### config.mk
export PLATFORM = sky130hd
export DESIGN_NAME = clksel_ctrl
export DESIGN_NICKNAME = d
export VERILOG_FILES = /design/src/rtl/clksel_pkg.sv /design/src/rtl/clksel_flags.sv /design/src/rtl/clksel_select.sv /design/src/rtl/clksel_pll.sv /design/src/rtl/clksel_ctrl.sv
export SDC_FILE = /design/constraint.sdc
export NUM_CORES = 1
export LEC_CHECK = 0
export BUFFER_PORTS_ARGS = -buffer_cell sky130_fd_sc_hd__buf_2
export CORE_ASPECT_RATIO = 1.75
export CORE_MARGIN = 2
export CORE_UTILIZATION = 25
export DETAILED_ROUTE_END_ITERATION = 12
export PLACE_DENSITY = 0.6
export SYNTH_ARGS = -nofsm -noshare
export SYNTH_HDL_FRONTEND = slang
export SYNTH_SLANG_ARGS = --single-unit
export TNS_END_PERCENT = 5
### constraint.sdc
create_clock -name clk -period 2.5 [get_ports clk]
set_input_delay 0.5 -clock clk [delete_from_list [all_inputs] [get_ports clk]]
set_output_delay 0.5 -clock clk [all_outputs]
set_load 0.02 [all_outputs]
### src/rtl/clksel_pkg.sv
// Package: shared codes and bit positions for the clock-source select block.
// Assumes: the watchdog source code is consumed by an external multiplexer.
package clksel_pkg;
    typedef enum logic [1:0] {
        WD_SRC_RC  = 2'd0,
        WD_SRC_OSC = 2'd1,
        WD_SRC_AUX = 2'd2
    } wd_src_e;

    localparam int BIT_WD_LO = 0;
    localparam int BIT_TICK  = 1;
    localparam int BIT_WD_HI = 2;
    localparam int BIT_PSEL  = 3;
    localparam int SEL_W     = 4;
endpackage

### src/rtl/clksel_flags.sv
// Module: holds the oscillator-up and synthesizer-lock status flags.
// Assumes: set inputs are single-cycle pulses, and clr_i is an accepted
// modulation write, which has priority over both set inputs.
module clksel_flags (
    input  logic clk,
    input  logic rst_n,
    input  logic clr_i,
    input  logic osc_set_i,
    input  logic lock_set_i,
    output logic osc_up_o,
    output logic osc_up_nxt_o,
    output logic lock_o
);
    logic lock_nxt;

    // Next flag values: a clear overrides a set.
    always_comb begin
        osc_up_nxt_o = clr_i ? 1'b0 : (osc_set_i  | osc_up_o);
        lock_nxt     = clr_i ? 1'b0 : (lock_set_i | lock_o);
    end

    // Flag registers.
    always_ff @(posedge clk) begin
        if (!rst_n) begin
            osc_up_o <= 1'b0;
            lock_o   <= 1'b0;
        end else begin
            osc_up_o <= osc_up_nxt_o;
            lock_o   <= lock_nxt;
        end
    end

    p_clear_wins_r9: assert property (@(posedge clk) disable iff (!rst_n)
        clr_i |=> (!osc_up_o && !lock_o));

    p_set_flags_r10: assert property (@(posedge clk) disable iff (!rst_n)
        (!clr_i && osc_set_i) |=> osc_up_o);
endmodule

### src/rtl/clksel_select.sv
// Module: the select register. It keeps the tick and watchdog source bits
// and the synthesizer select, and derives the restart pulses.
// Assumes: osc_up_i is the present flag and osc_up_nxt_i its value after
// this edge, both from clksel_flags.
module clksel_select
    import clksel_pkg::*;
(
    input  logic             clk,
    input  logic             rst_n,
    input  logic             wr_i,
    input  logic [SEL_W-1:0] wdata_i,
    input  logic             osc_up_i,
    input  logic             osc_up_nxt_i,
    output logic             tick_src_o,
    output wd_src_e          wd_src_o,
    output logic             tick_restart_o,
    output logic             wd_restart_o,
    output logic             pll_sel_o,
    output logic [SEL_W-1:0] sel_rd_o
);
    logic    tick_q, lo_q, hi_q;
    logic    tick_w, lo_w, hi_n, psel_n;
    logic    tick_n, lo_n;
    wd_src_e wd_n, wd_q;

    // Written values: oscillator bits are accepted only while the oscillator is up.
    always_comb begin
        tick_w = wr_i ? (wdata_i[BIT_TICK]  & osc_up_i) : tick_q;
        lo_w   = wr_i ? (wdata_i[BIT_WD_LO] & osc_up_i) : lo_q;
        hi_n   = wr_i ? wdata_i[BIT_WD_HI] : hi_q;
        psel_n = wr_i ? wdata_i[BIT_PSEL]  : pll_sel_o;
        tick_n = tick_w & osc_up_nxt_i;
        lo_n   = lo_w   & osc_up_nxt_i;
        wd_n   = hi_n ? WD_SRC_AUX : (lo_n ? WD_SRC_OSC : WD_SRC_RC);
    end

    // Select bits, decoded watchdog code and restart pulses.
    always_ff @(posedge clk) begin
        if (!rst_n) begin
            tick_q         <= 1'b0;
            lo_q           <= 1'b0;
            hi_q           <= 1'b0;
            pll_sel_o      <= 1'b0;
            wd_q           <= WD_SRC_RC;
            tick_restart_o <= 1'b0;
            wd_restart_o   <= 1'b0;
        end else begin
            tick_q         <= tick_n;
            lo_q           <= lo_n;
            hi_q           <= hi_n;
            pll_sel_o      <= psel_n;
            wd_q           <= wd_n;
            tick_restart_o <= (tick_n != tick_q);
            wd_restart_o   <= (wd_n != wd_q);
        end
    end

    // Outputs and readback image.
    always_comb begin
        tick_src_o          = tick_q;
        wd_src_o            = wd_q;
        sel_rd_o            = '0;
        sel_rd_o[BIT_WD_LO] = lo_q;
        sel_rd_o[BIT_TICK]  = tick_q;
        sel_rd_o[BIT_WD_HI] = hi_q;
        sel_rd_o[BIT_PSEL]  = pll_sel_o;
    end

    p_refused_set_r2: assert property (@(posedge clk) disable iff (!rst_n)
        (wr_i && !osc_up_i) |=> !tick_q);

    p_forced_clear_r3: assert property (@(posedge clk) disable iff (!rst_n)
        !osc_up_i |-> (!tick_q && !lo_q));

    p_tick_restart_r4: assert property (@(posedge clk) disable iff (!rst_n)
        tick_restart_o == (tick_q != $past(tick_q)));

    p_wd_masked_r6: assert property (@(posedge clk) disable iff (!rst_n)
        (hi_q && $past(hi_q)) |-> !wd_restart_o);
endmodule

### src/rtl/clksel_pll.sv
// Module: the modulation register and its write guard.
// Assumes: wr_i is already decoded to this register's address.
module clksel_pll #(
    parameter int MOD_W = 2
) (
    input  logic             clk,
    input  logic             rst_n,
    input  logic             wr_i,
    input  logic             prot_i,
    input  logic             pll_sel_i,
    input  logic [MOD_W-1:0] wdata_i,
    output logic [MOD_W-1:0] mod_o,
    output logic             accept_o
);
    // A write is accepted only when protection is off and the synthesizer is selected.
    always_comb accept_o = wr_i && !prot_i && pll_sel_i;

    // Modulation field register.
    always_ff @(posedge clk) begin
        if (!rst_n)        mod_o <= '0;
        else if (accept_o) mod_o <= wdata_i;
    end

    p_guarded_write_r8: assert property (@(posedge clk) disable iff (!rst_n)
        (wr_i && (prot_i || !pll_sel_i)) |=> $stable(mod_o));

    p_write_taken_r7: assert property (@(posedge clk) disable iff (!rst_n)
        (wr_i && !prot_i && pll_sel_i) |=> (mod_o == $past(wdata_i)));
endmodule

### src/rtl/clksel_ctrl.sv
// Module: top of the clock-source select block. It decodes register
// accesses, wires the flag, select and modulation parts, and muxes readback.
// Assumes: DATA_W covers the select layout, and the addresses differ and fit ADDR_W.
module clksel_ctrl
    import clksel_pkg::*;
#(
    parameter int ADDR_W   = 2,
    parameter int DATA_W   = 8,
    parameter int MOD_W    = 2,
    parameter int SEL_ADDR = 0,
    parameter int MOD_ADDR = 1
) (
    input  logic              clk,
    input  logic              rst_n,
    input  logic              wr_en_i,
    input  logic [ADDR_W-1:0] addr_i,
    input  logic [DATA_W-1:0] wdata_i,
    output logic [DATA_W-1:0] rdata_o,
    input  logic              prot_i,
    input  logic              osc_set_i,
    input  logic              lock_set_i,
    output logic              tick_src_o,
    output logic [1:0]        wdog_src_o,
    output logic              tick_restart_o,
    output logic              wdog_restart_o,
    output logic [MOD_W-1:0]  pll_mod_o,
    output logic              pll_sel_o,
    output logic              osc_up_o,
    output logic              pll_lock_o
);
    localparam logic [ADDR_W-1:0] A_SEL = ADDR_W'(SEL_ADDR);
    localparam logic [ADDR_W-1:0] A_MOD = ADDR_W'(MOD_ADDR);

    logic             hit_sel, hit_mod, accept, osc_nxt;
    logic [SEL_W-1:0] sel_rd;
    wd_src_e          wd_src;
    logic             wdata_unused;

    // Address decode for the write strobe.
    always_comb begin
        hit_sel      = wr_en_i && (addr_i == A_SEL);
        hit_mod      = wr_en_i && (addr_i == A_MOD);
        wdata_unused = ^wdata_i[DATA_W-1:SEL_W];
    end

    clksel_flags u_flags (
        .clk          (clk),
        .rst_n        (rst_n),
        .clr_i        (accept),
        .osc_set_i    (osc_set_i),
        .lock_set_i   (lock_set_i),
        .osc_up_o     (osc_up_o),
        .osc_up_nxt_o (osc_nxt),
        .lock_o       (pll_lock_o)
    );

    clksel_select u_select (
        .clk            (clk),
        .rst_n          (rst_n),
        .wr_i           (hit_sel),
        .wdata_i        (wdata_i[SEL_W-1:0]),
        .osc_up_i       (osc_up_o),
        .osc_up_nxt_i   (osc_nxt),
        .tick_src_o     (tick_src_o),
        .wd_src_o       (wd_src),
        .tick_restart_o (tick_restart_o),
        .wd_restart_o   (wdog_restart_o),
        .pll_sel_o      (pll_sel_o),
        .sel_rd_o       (sel_rd)
    );

    clksel_pll #(.MOD_W(MOD_W)) u_pll (
        .clk       (clk),
        .rst_n     (rst_n),
        .wr_i      (hit_mod),
        .prot_i    (prot_i),
        .pll_sel_i (pll_sel_o),
        .wdata_i   (wdata_i[MOD_W-1:0]),
        .mod_o     (pll_mod_o),
        .accept_o  (accept)
    );

    // Readback mux: unmapped addresses return zero.
    always_comb begin
        wdog_src_o = wd_src;
        if (addr_i == A_SEL)      rdata_o = DATA_W'(sel_rd);
        else if (addr_i == A_MOD) rdata_o = DATA_W'(pll_mod_o);
        else                      rdata_o = '0;
    end

    p_unmapped_zero_r11: assert property (@(posedge clk) disable iff (!rst_n)
        (addr_i != A_SEL && addr_i != A_MOD) |-> (rdata_o == '0));

    p_wdog_code_r5: assert property (@(posedge clk) disable iff (!rst_n)
        wdog_src_o != 2'd3);
endmodule

Word-level counts from Yosys, hierarchy flattened
Index checks and enable logic that the tools add are counted.
Cells by class
  add/subtract/negate cells: 0
  $mul: 0
  div/mod/pow operators: 0
  order comparisons: 0
  eq/ne operators: 3
  shift-type cells: 0
  muxes and demuxes: 8
  bitwise logic cells: 7
  reduce and logical (&&, ||, !) cells: 7
Operators with widths (count)
  1-bit 2-to-1 mux: 5
  1-bit bitwise AND: 4
  1-bit logical AND: 4
  2-bit 2-to-1 mux: 2
  4-bit 2-to-1 mux: 1
  2-bit by 1-bit equality test with 1-bit output (second input constant): 1
  2-bit logical NOT: 1
  2-bit != test: 1
  1-bit bitwise OR: 2
  2-bit OR reduction: 1
  1-bit logical NOT: 1
  1-bit != test: 1
  1-bit NOT: 1
Storage, ports and cells
  flip-flop bits (word level): 12
  latch bits: 0
  RAM bits: 0
  ROM bits: 0
  bits of input ports: 16
  output and inout port bits: 18
  memories: 0

Depth between registers and ports, before layout
Gate-level depths: netlist (run 1).
  depth in word-level cells: 9
  depth in mapped cells: 5
  gate-level depth less buffers: 4

Cells and area by module
A second synthesis (run 1) with hierarchy kept.
Second synthesis, totals
  cells, all modules: 72
  area, all modules: 639.4 um^2
Modules (own cells, without submodules)
  clksel_select: times used 1, cells an instance 40, area an instance 381.6 um^2, seq. area each 140.1 um^2
  clksel_ctrl: times used 1, cells an instance 14, area an instance 93.8 um^2, seq. area each 0.0 um^2
  clksel_pll: times used 1, cells an instance 10, area an instance 88.8 um^2, seq. area each 40.0 um^2
  clksel_flags: times used 1, cells an instance 8, area an instance 75.1 um^2, seq. area each 40.0 um^2

Least setup slack after synthesis (run 1)
OpenSTA, ideal clock, no wires.
  path type: input port to flip-flop
  from: in addr_i[1]
  to: reg u_select.wd_q[0], in the netlist u_select.wd_src_o[0]
  setup time: 0.071 ns
  arrival time: 1.474 ns
  data required time: 2.429 ns
  setup slack: 0.955 ns
  stages: 4
  buffers on the path: 1
  path through: or3b_1 -> buf_6 -> or3_1 -> a21oi_1
On the way
  word-level cells in the longest chain between the ends: 8
  elaborated cells on any way between the ends: 12
  those cells by class: eq/ne (1); mux (5); bitwise (1); reduce/logical (5)
RTL lines
  from (decl): line clksel_ctrl.sv:16  | input logic [ADDR_W-1:0] addr_i,
  2-bit by 1-bit equality test with 1-bit output: line clksel_ctrl.sv:42  | hit_mod = wr_en_i && (addr_i == A_MOD);
  1-bit logical AND: line clksel_ctrl.sv:42
  1-bit logical AND (2 in a row): line clksel_pll.sv:16  | always_comb accept_o = wr_i && !prot_i && pll_sel_i;
  1-bit 2-to-1 mux: line clksel_flags.sv:18  | osc_up_nxt_o = clr_i ? 1'b0 : (osc_set_i | osc_up_o);
  1-bit bitwise AND: line clksel_select.sv:33  | lo_n = lo_w & osc_up_nxt_i;
  1-bit 2-to-1 mux: line clksel_select.sv:34  | wd_n = hi_n ? WD_SRC_AUX : (lo_n ? WD_SRC_OSC : WD_SRC_RC);
  2-bit 2-to-1 mux (*): line clksel_select.sv:34
  to (signal assigned): line clksel_select.sv:52  | wd_q <= wd_n;
  to (decl): line clksel_select.sv:24  | wd_src_e wd_n, wd_q;
Mark *: on every way between the ends. The rest lies on a longest branch, timed or not.
A chain may end at the register's enable or synchronous reset.

Worst setup path after layout (run 1)
  from: in addr_i[1]
  to: out rdata_o[2]
On the way
  word-level cells in the longest chain between the ends: 2
RTL lines
  2-bit logical NOT: line clksel_ctrl.sv:86  | if (addr_i == A_SEL) rdata_o = DATA_W'(sel_rd);
  4-bit 2-to-1 mux: line clksel_ctrl.sv:86
  to (decl): line clksel_ctrl.sv:18  | output logic [DATA_W-1:0] rdata_o,
No other way between the ends.

==> results of run 1 <==
## final cells by class
cell class | count | area share [%]
Timing Repair Buffer | 25 | 17.6
Sequential cell | 11 | 31.0
Inverter | 2 | 1.06
Tap cell | 24 | 4.23
Multi-Input combinational cell | 53 | 42.4
Clock buffer | 4 | 3.70
## worst paths after layout
kind         slack (ps)          startpoint                 endpoint
max                 760           addr_i[1]               rdata_o[2]
min                 450               rst_n  u_select.tick_restart_o
max reg2reg        1180    u_flags.osc_up_o    u_select.wd_restart_o
min reg2reg         500  u_select.pll_sel_o       u_select.pll_sel_o
## power by group
| part | total, mW | internal (mW) | switching (mW) |
|---|---|---|---|
| logic | 0.0475 | 0.0167 | 0.0308 |
| registers | 0.184 | 0.180 | 0.00422 |
| clock network | 0.126 | 0.0621 | 0.0638 |
## cell usage in the layout, fill, tap and decap left out, drive strengths merged, types with 2 or more instances in the layout
cell    instances
and2            2
o211ai          2
buf            25
nand2           4
nor2           11
nand3           3
or3b            2
conb            4
dfxtp          11
inv             2
a21oi           7
clkbuf          4
nor2b           2
mux2i           4
## worst register-to-register path: cells and delay by family (launching register included)
kind	cells	cell delay, ps
flops	1	360
compound gates	3	420
simple gates	1	460
## cells by family (layout without fill, tap and decap cells)
kind of cell | after synthesis | count (layout) | share of synthesized area [%]
flops | 11 | 11 | 38.6
mux | 4 | 4 | 7.02
other cells | 1 | 4 | 0.657
simple gates | 30 | 30 | 26.8
compound gates | 15 | 15 | 16.4
buf+inv | 9 | 31 | 10.5
## layer usage
layer | track usage, % | vias up | wire length (microns)
met1 | 12.9 | 269 | 531
met3 | 2.30 | 5 | 122
met5 | 0 | - | 0
li1 | - | 284 | -
met2 | 19.2 | 26 | 737
met4 | 10.3 | 0 | 48
==> flow_summary_export.csv, run 1 <==
group,metric,value,unit
outcome,outcome,"completed",
sta,skew,2.45,ps
synthesis,synthTopCellsByArea,"dfxtp_1 (39%), nor2_1 (7.2%), mux2i_1 (7.0%), buf_4 (6.6%), a21oi_1 (6.1%)",
critical_path,cpPeakStageDelay,290,ps
synthesis,synthCells,70,
synthesis,synth_cell_types,28,
routing,firstDrtPassIters,4,
power,power.density,503,nW/um^2
clock_network,clock_path_buffers,2,
routing,avgRoutedWirePerCell,12.1,microns
cells_and_area,diodes,0,
clock_network,clk_latency,280,ps
clock_network,clkSlewWorstSetupHoldPaths,70,ps
power,power.total,357,uW
placed_design,place.gp.congestion,0.771,
synthesis,synth.top_cell.area_share,38.6,%
global_routing,grt_max_degree,12,
sta,slew_viol_final,0,
cells_and_area,nets,112,
clock_network,post_cts_buffers,0,
synthesis,synth.avg_cell_area,8.15,sq um
critical_path,critPathMostFrequentCell,"buf_2",
routing,wl,1440,microns
critical_path,critical_path.cell_chain,"buf_2 -> nor2_1 -> and2_1 -> buf_2",
global_routing,grt_pass1_vias,507,
cells_and_area,stdcell_count,119,
floorplan,initial_core_util,26.9,%
synthesis,ys_seq_area_share,38.6,%
placed_design,hpwl,1100,microns
floorplan,die_width,40.1,microns
routing,drc,0,
sta,setup_viol,0,
job,cap_violations,0,
critical_path,crit_path_start_kind,"primary input",
clock_network,cts_tree,"done",
critical_path,setup.worst_path.end_class,"output pin",
sta,fin_ws,756,ps
sta,fin_crit,1740,ps
cells_and_area,seqCellArea,220,sq um
cells_and_area,syn_to_final_growth,24.6,%
synthesis,synth_top_cell_by_area,"dfxtp_1",
floorplan,fp-row-count,22,
clock_network,numClockSinks,11,
power,ir_worst_vdd,0.224,mV
floorplan,io_pins,34,
hold_path,min_path_type,"primary input to register",
critical_path,crit_type,"primary input to output pin",
global_routing,grt_pass1_wl,2170,microns
critical_path,crit_path_max_fanout,6,
critical_path,crit_slowest_cell,"nor2_1",
critical_path,cp.required,2000,ps
sta,max_freq,573,MHz
clock_network,cts_root_buf,"clkbuf_4",
routing,drtIter0Drc,20,
sta,period_share,69.8,%
critical_path,crit_family,"simple AND/OR/NAND/NOR gates",
cells_and_area,fillCellCount,249,
placed_design,io_buffers,25,
routing,vias,584,
synthesis,synth_seq_cells,11,
routing,antenna_left,0,
critical_path,crit_buf_inv,2,
synthesis,synth_edf_count,0,
synthesis,synth_ff_type,"dfxtp_1",
cells_and_area,utilization,33.5,%
global_routing,gr-total-overflow,0,
floorplan,coreArea,2120,sq um
cells_and_area,multiInputGateArea,302,sq um
critical_path,reg2regPathDepth,4,
sta,final-hold-violation-count,0,
placed_design,post-place-cells,115,
synthesis,async_flop_share,0,%
cells_and_area,drive_above_1_share,30.5,%
synthesis,synth.cell_area,571,sq um
sta,grt_setup_unrepaired,"no",
power,p_leak,0.333,nW
placed_design,placed_area,684,sq um
global_routing,antenna_found_initial,0,
clock_network,numCtsBuffers,3,
synthesis,synth_common_cells,"dfxtp_1 (11), nor2_1 (11), a21oi_1 (7), buf_4 (5)",
sta,holdWs,451,ps
cells_and_area,finalInstanceArea,711,sq um
critical_path,cp.depth,4,
global_routing,track_usage,12.1,%
floorplan,dieHeight,67.2,microns
clock_network,post_cts_resized,0,
floorplan,die_area,2700,sq um
synthesis,yosysWarnings,0,
routing,avgViaCountPerCell,4.91,
critical_path,arrival,1240,ps
placed_design,post-place-ws,622,ps
clock_network,postCtsHoldBufs,0,
sta,tns,0,ps
hold_path,hold_depth,2,
clock_network,cts_max_level,1,
Power figures use the tool's default switching activity.
==> inputs of run 2 (changes only) <==
Settings changed: ABC_AREA set to 1, PLACE_DENSITY 0.6 to 0.59.
Clock period 2.5 ns to 1.63 ns, I/O delays scaled along.
==> run 2 against run 1 <==
  * Sequential share of layout area fell by 2.4 points
  * Core utilization rose by 0.37 points
  * Sequential cell count did not move
  * Count of clock-buffer cells in the layout did not move
  * Clock skew barely moved
  * Register-to-register slack got worse by 620 ps
  * Hold slack got worse by 130 ps
  * Routed wire length fell by 11%
  * Critical path depth rose by 2
  * Clock power rose by 110%
  * Sequential power rose by 55%
  * Global-route usage fell by 0.83 points
==> flow_summary_export.csv, run 2 <==
group,metric,value,unit
clock_network,cts_root_buf,"clkbuf_8",
synthesis,synth_ff_type,"dfxtp_1",
synthesis,synth_edf_count,0,
clock_network,postCtsHoldBufs,0,
critical_path,cp-startpoint,"addr_i[1]",
clock_network,numCtsBuffers,3,
critical_path,crit_type,"primary input to output pin",
synthesis,synth_top_cell_by_area,"dfxtp_1",
sta,skew,2.89,ps
global_routing,grt_max_degree,8,
sta,setup_viol,0,
clock_network,post_cts_resized,0,
clock_network,cts_tree,"done",
synthesis,ys_seq_area_share,37.0,%
synthesis,synth-simple-area-share,39.9,%
routing,drc,0,
cells_and_area,mostFrequentLayoutCells,"buf_2 (25), nor2_1 (15), nand2_1 (15), inv_1 (11), dfxtp_1 (11)",
cells_and_area,stdcell_count,137,
sta,grt_setup_unrepaired,"no",
clock_network,numClockSinks,11,
clock_network,clock_path_buffers,2,
sta,slew_viol_final,0,
routing,antenna_left,0,
power,seqPwrFrac,43.7,%
routing,wl,1290,microns
cells_and_area,finalInstanceArea,771,sq um
synthesis,synthCells,85,
routing,avgRoutedWirePerCell,9.38,microns
placed_design,post-place-cells,133,
critical_path,crit_slowest_cell,"a22o_2",
synthesis,synth_common_cells,"nand2_1 (15), nor2_1 (15), dfxtp_1 (11), inv_1 (11), buf_4 (5)",
floorplan,fp-row-count,23,
synthesis,synth_seq_cells,11,
clock_network,post_cts_buffers,0,
critical_path,crit_family,"buffers and inverters",
hold_path,min_path_type,"primary input to register",
hold_path,hp-start,"lock_set_i",
global_routing,track_usage,11.3,%
power,p_switching,169,uW
sta,tns,0,ps
power,p_leak,0.413,nW
outcome,outcome,"completed",
clock_network,clk_latency,230,ps
cells_and_area,fillCellCount,266,
sta,fin_crit,1320,ps
placed_design,hpwl,1050,microns
routing,firstDrtPassIters,3,
global_routing,grt_pass1_wl,2120,microns
power,p_sw_share,25.9,%
sta,period_share,80.8,%
cells_and_area,drive_above_1_share,39.3,%
sta,final-hold-violation-count,0,
cells_and_area,layout_commonest_cell,"buf_2",
placed_design,placed_area,726,sq um
global_routing,antenna_found_initial,0,
routing,vias,570,
floorplan,die_area,2800,sq um
routing,drtIter0Drc,15,
synthesis,async_flop_share,0,%
synthesis,synth_adder_area_share,0,%
power,power.density,848,nW/um^2
synthesis,synthTopCellsByArea,"dfxtp_1 (37%), nand2_1 (9.5%), nor2_1 (9.5%), inv_1 (6.9%), buf_4 (6.3%)",
cells_and_area,syn_to_final_growth,29.4,%
clock_network,clkSlewWorstSetupHoldPaths,50,ps
critical_path,setup.worst_path.end_class,"output pin",
critical_path,crit_buf_inv,4,
cells_and_area,nets,129,
global_routing,grt_pass1_vias,572,
synthesis,synthMuxAreaShare,0,%
sta,holdWs,322,ps
floorplan,dieHeight,68.6,microns
synthesis,synth_top_family_by_area,"simple AND/OR/NAND/NOR gates",
global_routing,gr-total-overflow,0,
power,pwr-share-comb,15.6,%
synthesis,yosysWarnings,0,
floorplan,coreArea,2270,sq um
placed_design,place.gp.congestion,0.749,
synthesis,synth-xor-area-share,0,%
power,pwr-share-clk,40.8,%
critical_path,cpPeakStageDelay,210,ps
critical_path,cp.required,1300,ps
synthesis,synth.cell_area,596,sq um
power,ir_worst_vdd,0.432,mV
routing,avgViaCountPerCell,4.16,
critical_path,rr_startpoint,"u_flags.osc_up_o",
synthesis,synth_compound_area_share,7.35,%
synthesis,synth_cell_types,19,
placed_design,io_buffers,25,
clock_network,cts_max_level,1,
synthesis,synth.avg_cell_area,7.01,sq um
sta,max_freq,759,MHz
cells_and_area,diodes,0,
critical_path,arrival,990,ps
floorplan,die_width,40.9,microns
cells_and_area,utilization,33.9,%
critical_path,crit_path_max_fanout,2,
power,p_int,484,uW
synthesis,synth.top_cell.area_share,37.0,%
critical_path,critical_path.cell_chain,"buf_2 -> inv_2 -> nand2_2 -> inv_1 -> a22o_2 -> buf_2",
floorplan,io_pins,34,
floorplan,initial_core_util,26.2,%
critical_path,crit_path_start_kind,"primary input",
job,cap_violations,0,
critical_path,critPathMostFrequentCell,"buf_2",
[run 2: path summary, 6_finish.rpt]
kind,to,slack (ps),cells past startpoint
worst min-delay path,u_flags.lock_o,320,3
worst max register to register,u_select.wd_restart_o,560,9
worst max-delay path,rdata_o[0],310,6
worst min register to register,u_flags.lock_o,490,2
[run 2: through the flow]
step	worst slack, ps	power [mW]
final	313	0.653
after global routing	263	0.691
after CTS	312	0.668
after detailed placement	315	0.393
after global placement	322	0.391
after floorplan	464	0.364
[run 2: layout make-up]
class | count | area [sq um] | area share [%]
Clock buffer | 4 | 45.0 | 5.84
Inverter | 14 | 52.6 | 6.82
Multi-Input combinational cell | 58 | 297 | 38.5
Sequential cell | 11 | 220 | 28.6
Tap cell | 25 | 31.3 | 4.06
Timing Repair Buffer | 25 | 125 | 16.2
[run 2: power groups by stage]
stage	Clock (mW)	Combinational (mW)	Sequential (mW)
global placement	0	0.101	0.290
CTS	0.280	0.103	0.285
finish	0.266	0.102	0.285
global route	0.291	0.114	0.286
floorplan	0	0.0636	0.301
detailed placement	0	0.102	0.291
[run 2: logic make-up (layout without fill, tap and decap cells)]
logic type | count (synthesis) | after routing
buffers and inverters | 19 | 43
and+or+nand+nor | 47 | 47
DFF | 11 | 11
AOI/OAI and AO/OA | 7 | 7
other | 1 | 4
[run 2: worst min-delay path: stages]
cell and delay [ps]:
buf_2 80, nor2_1 30, nor2_1 80
[run 2: metal layers]
layer  GRT usage (%)  wire length [microns]  up-vias  part of all wire, %
met5               0                      0        -                    0
li1                -                      -      305                    -
met2            18.6                    631       20                   49
met3            1.92                     80        2                  6.2
met1            11.8                    553      243                   43
met4            8.75                     20        0                  1.6
==> inputs of run 3 (changes only) <==
Clock period 1.63 ns to 1.3 ns, I/O delays scaled along.
==> run 3 against run 2 <==
  * Sequential power up 26%
  * Cell count unchanged
  * Sequential cell count unchanged
  * Register-to-register slack worse by 320 ps
  * Final area unchanged
==> flow_summary_export.csv, run 3 (synthesis results as in run 2) <==
group,metric,value,unit
sta,final-hold-violation-count,0,
critical_path,crit_type,"register to output pin",
outcome,outcome,"completed",
clock_network,numCtsBuffers,3,
global_routing,grt_max_degree,8,
global_routing,track_usage,10.7,%
clock_network,clock_path_buffers,2,
critical_path,crit_path_max_fanout,2,
placed_design,hpwl,1020,microns
global_routing,grt_pass1_wl,2080,microns
power,ir_worst_vdd,0.770,mV
routing,drc,0,
power,p_sw_share,26.5,%
floorplan,die_width,40.9,microns
routing,wl,1250,microns
floorplan,fp-row-count,23,
routing,antenna_left,0,
power,p_leak,0.413,nW
cells_and_area,drive_above_1_share,39.3,%
floorplan,dieHeight,68.6,microns
power,power.density,1070,nW/um^2
critical_path,critical_path.cell_chain,"a22o_2 -> buf_2",
sta,fin_crit,1210,ps
global_routing,gr-total-overflow,0,
clock_network,numClockSinks,11,
placed_design,place.gp.congestion,0.749,
routing,avgViaCountPerCell,4.22,
sta,slew_viol_final,0,
routing,avgRoutedWirePerCell,9.13,microns
sta,max_freq,828,MHz
global_routing,grt_pass1_vias,532,
hold_path,hold_depth,3,
cells_and_area,mostFrequentLayoutCells,"buf_2 (25), nor2_1 (15), nand2_1 (15), inv_1 (11), dfxtp_1 (11)",
clock_network,post_cts_resized,0,
sta,holdWs,249,ps
clock_network,cts_max_level,1,
global_routing,antenna_found_initial,0,
sta,period_share,92.9,%
power,seqPwrFrac,43.3,%
clock_network,postCtsHoldBufs,0,
critical_path,reg2regPathDepth,9,
hold_path,min_path_type,"primary input to register",
critical_path,arrival,950,ps
placed_design,post-place-cells,133,
cells_and_area,layout_commonest_cell,"buf_2",
cells_and_area,nets,129,
routing,firstDrtPassIters,4,
sta,skew,1.17,ps
cells_and_area,seqCellArea,220,sq um
sta,setup_viol,0,
cells_and_area,syn_to_final_growth,29.4,%
sta,grt_setup_unrepaired,"no",
placed_design,placed_area,726,sq um
critical_path,cp.depth,2,
floorplan,coreArea,2270,sq um
critical_path,cpPeakStageDelay,310,ps
floorplan,io_pins,34,
power,p_int,608,uW
power,pwr-share-comb,15.4,%
job,cap_violations,0,
floorplan,die_area,2800,sq um
clock_network,clk_latency,240,ps
power,pwr-share-clk,41.4,%
cells_and_area,multiInputGateArea,297,sq um
cells_and_area,stdcell_count,137,
routing,drtIter0Drc,10,
sta,fin_ws,92.5,ps
critical_path,cp.required,1040,ps
placed_design,post-place-ws,110,ps
cells_and_area,finalInstanceArea,771,sq um
clock_network,cts_tree,"done",
sta,tns,0,ps
critical_path,crit_buf_inv,1,
routing,vias,578,
floorplan,initial_core_util,26.2,%
critical_path,crit_family,"flip-flops",
clock_network,cts_root_buf,"clkbuf_8",
placed_design,io_buffers,25,
power,p_switching,219,uW
cells_and_area,fillCellCount,254,
critical_path,crit_path_start_kind,"register",
critical_path,crit_slowest_cell,"dfxtp_1",
cells_and_area,diodes,0,
critical_path,setup.worst_path.end_class,"output pin",
clock_network,clkSlewWorstSetupHoldPaths,50,ps
clock_network,post_cts_buffers,0,
==> run 3: cell counts in the layout (fill, tap and decap cells not counted) <==
Identical to the previous run, type by type.
==> run 3: final cells by class <==
cell class              count  area share, %
multi-input cells          58           38.5
inverters                  14           6.82
flip-flops and latches     11           28.6
repair buffers             25           16.2
clock buffers               4           5.84
well taps                  25           4.06
==> run 3: power groups by stage <==
stage	sequential (mW)	combinational [mW]	clock, mW
after CTS	0.358	0.129	0.350
after detailed placement	0.365	0.128	0
after global routing	0.359	0.144	0.371
final	0.358	0.127	0.342
after global placement	0.364	0.126	0
after floorplan	0.377	0.0798	0
==> run 3: tightest hold or removal path: stages <==
cell and delay [ps]:
buf_2 80, nor2_1 30, nor2_1 80
==> run 3: per-layer routing <==
| layer | wire (microns) | vias to the layer above | GRT usage, % |
|---|---|---|---|
| li1 | - | 305 | - |
| met1 | 540 | 247 | 12.4 |
| met2 | 605 | 23 | 17.4 |
| met3 | 84 | 3 | 1.92 |
| met4 | 21 | 0 | 6.25 |
| met5 | 0 | - | 0 |
==> run 3: metrics by stage <==
step                util (%)  power, mW
global placement        31.9      0.490
CTS                     33.9      0.836
floorplan                  -      0.457
detailed placement      31.9      0.493
global route            33.9      0.873
finish                  33.9      0.827
==> run 3: worst paths after layout <==
check / end / slack (ps) / startpoint
max: rdata_o[0] / 90 / u_select.lo_q
max reg2reg: u_select.wd_restart_o / 240 / u_flags.osc_up_o
min: u_flags.lock_o / 250 / lock_set_i
min reg2reg: u_flags.lock_o / 480 / u_flags.lock_o
